### src/rtl/bus_arb_requester.sv
module bus_arb_requester #(
  parameter int CYC_LEN    = 4,
  parameter int SYNC_DEPTH = 2
) (
  input  logic clk,
  input  logic rst_n,
  input  logic acc_req,
  input  logic req_hold,
  input  logic lowpower,
  input  logic async_en,
  input  logic bg_i,
  input  logic bb_n_i,
  output logic br_o,
  output logic bb_n_o,
  output logic bb_n_oe,
  output logic is_master,
  output logic cyc_done
);
  localparam int CW = $clog2(CYC_LEN);
  localparam logic [CW-1:0] LAST = CW'(CYC_LEN - 1);

  typedef enum logic [1:0] {ST_SLAVE, ST_WAIT, ST_MASTER} st_t;

  st_t state;
  logic [SYNC_DEPTH-1:0] g_sync, b_sync;
  logic [CW-1:0] cnt;
  logic pend, active, rel, br_q;
  logic g_seen, free_seen, last, start;

  always_ff @(posedge clk or negedge rst_n)
    if (!rst_n) begin
      g_sync <= '0;
      b_sync <= '1;
    end else begin
      g_sync <= {g_sync[SYNC_DEPTH-2:0], bg_i};
      b_sync <= {b_sync[SYNC_DEPTH-2:0], bb_n_i};
    end

  assign g_seen    = async_en ? g_sync[SYNC_DEPTH-1] : bg_i;
  assign free_seen = async_en ? b_sync[SYNC_DEPTH-1] : bb_n_i;
  assign last      = active && (cnt == LAST);
  assign start     = (state == ST_MASTER) && pend && !active && g_seen;

  always_ff @(posedge clk or negedge rst_n)
    if (!rst_n) begin
      pend   <= 1'b0;
      br_q   <= 1'b0;
      active <= 1'b0;
      cnt    <= '0;
    end else begin
      if (!pend && acc_req) pend <= 1'b1;
      else if (last)        pend <= 1'b0;

      if (lowpower) br_q <= req_hold ? br_q : 1'b0;
      else          br_q <= pend | req_hold;

      if (start) begin
        active <= 1'b1;
        cnt    <= '0;
      end else if (last) begin
        active <= 1'b0;
      end else if (active) begin
        cnt <= cnt + 1'b1;
      end
    end

  always_ff @(posedge clk or negedge rst_n)
    if (!rst_n) begin
      state <= ST_SLAVE;
      rel   <= 1'b0;
    end else begin
      rel <= 1'b0;
      case (state)
        ST_SLAVE:  if (g_seen) state <= ST_WAIT;
        ST_WAIT:   if (!g_seen) state <= ST_SLAVE;
                   else if (free_seen) state <= ST_MASTER;
        ST_MASTER: if (!g_seen && (!active || last)) begin
                     state <= ST_SLAVE;
                     rel   <= 1'b1;
                   end
        default:   state <= ST_SLAVE;
      endcase
    end

  assign is_master = (state == ST_MASTER);
  assign bb_n_oe   = is_master | rel;
  assign bb_n_o    = !is_master;
  assign br_o      = br_q;
  assign cyc_done  = last;

  assert_entry_free_R4: assert property (@(posedge clk) disable iff (!rst_n)
    $rose(is_master) |-> $past(free_seen) && $past(g_seen));
  assert_drive_low_R5: assert property (@(posedge clk) disable iff (!rst_n)
    is_master |-> bb_n_oe && !bb_n_o);
  assert_done_as_master_R7: assert property (@(posedge clk) disable iff (!rst_n)
    cyc_done |-> is_master);
  assert_release_high_R8: assert property (@(posedge clk) disable iff (!rst_n)
    $fell(is_master) |-> bb_n_oe && bb_n_o);
  assert_release_once_R11: assert property (@(posedge clk) disable iff (!rst_n)
    (bb_n_oe && !is_master) |=> !bb_n_oe);
  assert_start_granted_R9: assert property (@(posedge clk) disable iff (!rst_n)
    $rose(active) |-> $past(g_seen) && $past(pend));
  assert_lp_drop_R3: assert property (@(posedge clk) disable iff (!rst_n)
    (lowpower && !req_hold) |=> !br_o);
  assert_hold_req_R3: assert property (@(posedge clk) disable iff (!rst_n)
    (req_hold && !lowpower) |=> br_o);
endmodule

### config.mk
export PLATFORM = sky130hd
export DESIGN_NAME = bus_arb_requester
export DESIGN_NICKNAME = d
export VERILOG_FILES = /design/src/rtl/bus_arb_requester.sv
export SDC_FILE = /design/constraint.sdc
export NUM_CORES = 1
export LEC_CHECK = 0
export BUFFER_PORTS_ARGS = -buffer_cell sky130_fd_sc_hd__buf_4
export CORE_AREA = 3 3 40 42
export DETAILED_ROUTE_END_ITERATION = 8
export DIE_AREA = 0 0 43 45
export GPL_TIMING_DRIVEN = 0
export PLACE_DENSITY_LB_ADDON = 0.25
export SYNTH_ARGS = -nofsm -noshare
export SYNTH_HDL_FRONTEND = slang
export SYNTH_SLANG_ARGS = --single-unit
### constraint.sdc
create_clock -name clk -period 2.44 [get_ports clk]
set_clock_uncertainty 0.15 [all_clocks]
set_input_delay 0.244 -clock clk [delete_from_list [all_inputs] [get_ports clk]]
set_output_delay 0.244 -clock clk [all_outputs]
set_load 0.01 [all_outputs]
Yosys cells after proc, flatten, opt, wreduce, memory -nomap -nowiden
Index checks and enable logic that the tools add are counted.
{"block": "word_totals", "output_inout_bits": 5, "regBits": 12, "in_bits": 8}
{"block": "classes", "n_mux": 17, "bitwise_logic": 2, "reduce_logical": 17, "eq_ne": 8, "n_addsub": 1}
{"operator": "$mux W2", "count": 7}
{"operator": "$mux W1", "count": 9}
{"operator": "$logic_and A1 B1 Y1", "count": 6}
{"operator": "$pmux W2 S3", "count": 1}
{"operator": "$reduce_bool A2 Y1", "count": 3}
{"operator": "$eq A2 B2 Y1 const B", "count": 2}
{"operator": "$logic_not A1 Y1", "count": 4}
{"operator": "$ne A2 B1 Y1 const B", "count": 2}
{"operator": "$ne A2 B2 Y1 const B", "count": 2}
{"operator": "$ne A3 B3 Y1 const B", "count": 1}
{"operator": "$reduce_and A3 Y1", "count": 1}
{"operator": "$add A2 B1 Y2 const B", "count": 1}
{"operator": "$eq A2 B1 Y1 const B", "count": 1}
{"operator": "$logic_not A2 Y1", "count": 1}
{"operator": "$or A1 B1 Y1", "count": 2}
{"operator": "$reduce_and A2 Y1", "count": 1}
{"operator": "$logic_or A1 B1 Y1", "count": 1}

Depth between registers and ports, before layout
{"block": "logic_depth", "word_depth": 6, "ltp_mapped": 4, "mapped_depth_nobuf": 4}

Worst setup path after synthesis
OpenSTA, ideal clock, no wires.
{"block": "synth_path", "kind": "register -> register", "startpoint": "register cnt[0]", "endpoint": "register cnt[1]", "path_slack_ns": 1.146, "path_stages_with_launch": 5, "t_arrival_ns": 1.027, "period_less_slack_ns": 1.294, "n_path_buf": 0, "cell_sequence": "dfrtp_1 > ha_1 > mux2_2 > nand2_1 > o21ai_2"}
{"block": "synth_between", "elab_chain_cells": 4}
{"item": "start: declaration", "line_no": "26", "rtl": "logic [CW-1:0] cnt;"}
{"item": "start signal: assignment", "line_no": "63", "rtl": "cnt <= cnt + 1'b1;"}
{"item": "$add A2 B1 Y2 / $eq A2 B2 Y1 (equally long branches)", "line_no": "63, 41"}
{"item": "$mux W2 / $logic_and A1 B1 Y1 (equally long branches)", "line_no": "62, 41"}
{"item": "$mux W2 / $ne A2 B1 Y1 (equally long branches)"}
{"item": "$mux W2 / $reduce_and A2 Y1 (equally long branches)"}
Parallel ways exist; a longest one is shown, timed or not. The select of a mux whose other input is x is not followed.
A chain may end at the register's enable or synchronous reset.

Final worst setup path
{"block": "layout_path", "startpoint": "register cnt[0]", "endpoint": "output port cyc_done"}
{"block": "layout_between", "elab_chain_cells": 2}
{"item": "$eq A2 B2 Y1", "line_no": "41", "rtl": "assign last = active && (cnt == LAST);"}
{"item": "$logic_and A1 B1 Y1", "line_no": "41"}
{"item": "end: declaration", "line_no": "17", "rtl": "output logic cyc_done"}
No other way between the ends.

==> impl_metrics.env <==
export IMPL_clkSinkCount=12
export IMPL_stdcell_area_um2=678
export IMPL_drv_cap=0
export IMPL_initialDrtViolationCount=4
export IMPL_internal_power_w=0.000392
export IMPL_clkLatencyLatePin_ps=270
export IMPL_max_vdd_ir_drop_v=0.000394
export IMPL_fmax_mhz=602
export IMPL_io_pins=13
export IMPL_ys_warnings_count=0
export IMPL_rr_worst_depth=4
export IMPL_slew_viol_final=0
export IMPL_syn_area_um2=513
export IMPL_synth_top_area_share_pct=48.8
export IMPL_rsz0062_at_grt="false"
export IMPL_cts_root_buf="clkbuf_4"
export IMPL_reg2reg_from="cnt[0]"
export IMPL_dr_pass1_iters=4
export IMPL_die_w_um=43
export IMPL_clockPowerShare_pct=22.7
export IMPL_slowest_stage="dfrtp_1"
export IMPL_yosys_top_cells_area="dfrtp_1 (49%), dfstp_2 (10%), nand2b_1 (4.9%)"
export IMPL_start_kind="register"
export IMPL_dpl_cell_area_um2=622
export IMPL_fin_crit_ps=1660
export IMPL_finalCritPeriodShare_pct=68.1
export IMPL_route_detailed_drc=0
export IMPL_gp_congestion=0.642
export IMPL_grt_pass1_wl_um=1450
export IMPL_syn_num_nets=51
export IMPL_fp_dieH_um=45
export IMPL_cts_setup_buffers=0
export IMPL_timing_worst_setup_path_type="reg -> out"
export IMPL_core_um2=1280
export IMPL_fin_cells=76
export IMPL_area_delta_synth_final_pct=32.2
export IMPL_final_common_cell="buf_4"
export IMPL_finalHoldViolCount=0
export IMPL_core_rowCount=13
export IMPL_cts_clk_slew_worst_paths_ps=70
export IMPL_cts_tree="done"
export IMPL_grtUsageTotal_pct=10.3
export IMPL_relSlewSlack_pct=78.8
export IMPL_dp_cells=69
export IMPL_routed_wl_um=800
export IMPL_place_hpwl_um=583
export IMPL_synth_cell_types=21
export IMPL_die_area_um2=1940
export IMPL_io_buffers=12
export IMPL_fin_nets=71
export IMPL_vias_per_cell=4.84
export IMPL_powerDensity_nw_per_um2=816
export IMPL_crit_fanout=4
export IMPL_setup_viol=0
export IMPL_cp_top_family="flip-flops"
export IMPL_n_antenna_cell=0
export IMPL_holdPathEnd="br_o"
export IMPL_p_leak_nw=0.320
export IMPL_wl_per_cell_um=10.5
export IMPL_h_tree_depth=1
export IMPL_drive_above_1_share_pct=39.3
export IMPL_required_ps=2050
export IMPL_final_util_pct=52.8
export IMPL_start_util_pct=39.9
export IMPL_avgSynthCellArea_um2=12.2
export IMPL_path_cells="ha_1 > and2_1 > buf_4"
export IMPL_p_sw_share_pct=29.1
export IMPL_fillers=112
export IMPL_grt_pass1_vias=368
export IMPL_vias=368
export IMPL_hold_depth=2
export IMPL_hold_ws_ps=18.9
export IMPL_synth_largest_area_cell="dfrtp_1"
export IMPL_worstMarginPinSlew_ps=309
export IMPL_r2r_setup_slack_ps=1080
export IMPL_outcome="complete, no violations"
export IMPL_grt_max_degree=13
export IMPL_setup_tns_ps=0
export IMPL_hp_start="lowpower"
export IMPL_netlist_instances=42
export IMPL_worstReg2RegEnd="cnt[1]"
export IMPL_ys_ff_latch=12
export IMPL_cp_end_kind="output port"
export IMPL_hp_class="in -> reg"
export IMPL_critPathBufInv=1
export IMPL_worstPathArrival_ps=1270
export IMPL_pwr_share_seq_pct=48.6
export IMPL_slowest_delay_ps=410
export IMPL_cts_buffer_depth=2
export IMPL_grt_antenna_before_repair=0
export IMPL_overflow=0
export IMPL_ant_nets=0
export IMPL_seq_area_frac_synth_pct=59.0
export IMPL_pwr_share_comb_pct=28.7
export IMPL_final_cell_mix="buf_4 (12), dfrtp_1 (10), nand2b_1 (4)"
export IMPL_p_sw_w=0.000161
export IMPL_cts_buffers=3
[cell usage after synthesis]
master    instances
mux2_2            2
dfrtp_1          10
a21oi_1           2
and3_4            1
inv_1             1
and3_1            1
o21ai_2           2
nand2_1           3
and2b_1           1
a211oi_1          1
mux2i_1           1
nand3_1           1
ha_1              1
and2_1            1
dfstp_2           2
nor2_1            3
nand2b_1          4
a31o_2            1
o21ai_0           2
mux2_4            1
xnor2_1           1
[final cells by class]
| class | count | area (um^2) | share of cell area (%) |
|---|---|---|---|
| inverter | 1 | 3.75 | 0.554 |
| timing repair buffer | 15 | 120 | 17.7 |
| clock buffer | 4 | 26.3 | 3.87 |
| multi-input combinational | 29 | 206 | 30.4 |
| sequential | 12 | 303 | 44.6 |
| tap | 15 | 18.8 | 2.77 |
[how the worst max path moves through the flow]
stage                     startpoint        to  slack, ps  depth (start not counted)
final                         cnt[0]  cyc_done        780                          3
after global routing          cnt[0]  cyc_done        710                          3
after CTS                     cnt[0]  cyc_done        750                          3
after detailed placement      cnt[0]  cyc_done       1070                          3
after global placement        cnt[0]  cyc_done       1060                          3
after floorplan               cnt[0]    cnt[1]       1150                          4
[kinds of logic after synthesis]
kind of cell    after synthesis  share of synthesized area, %
compound gates                8                          10.5
buf+inv                       1                         0.731
flops                        12                          59.0
fa+ha+maj                     1                          2.44
mux                           4                          9.27
xor+xnor                      1                          1.71
simple gates                 15                          16.3
[routing by layer]
layer	vias up	GRT usage (%)	part of all wire, %
li1	183	-	-
met3	2	2.39	3.3
met2	9	15.9	48
met4	0	9.04	2.0
met1	174	12.2	47
met5	-	0	0
[registers in the layout (all words and copies together), names as in the netlist]
register	flops
state	2
g_sync	2
rel	1
br_o	1
pend	1
active	1
b_sync	2
cnt	2
[through the flow]
step                      total power, W  setup slack (ps)
final                           0.000553               778
after global routing            0.000598               708
after CTS                       0.000564               751
after detailed placement        0.000431              1070
after global placement          0.000429              1060
after floorplan                 0.000380              1150
[power groups by stage]
stage	registers, W	clock network [W]	logic [W]
2_1_floorplan	0.000267	0	0.000113
3_3_place_gp	0.000273	0	0.000156
3_5_place_dp	0.000274	0	0.000157
4_1_cts	0.000270	0.000133	0.000161
5_1_grt	0.000275	0.000144	0.000179
6_report	0.000269	0.000126	0.000159
[what timing repair did]
item                                   4_1_cts  5_1_grt
hold buffers                                 3        0
resized for setup                            0        0
endpoints found under the hold margin       14        0
Power figures use the tool's default switching activity.
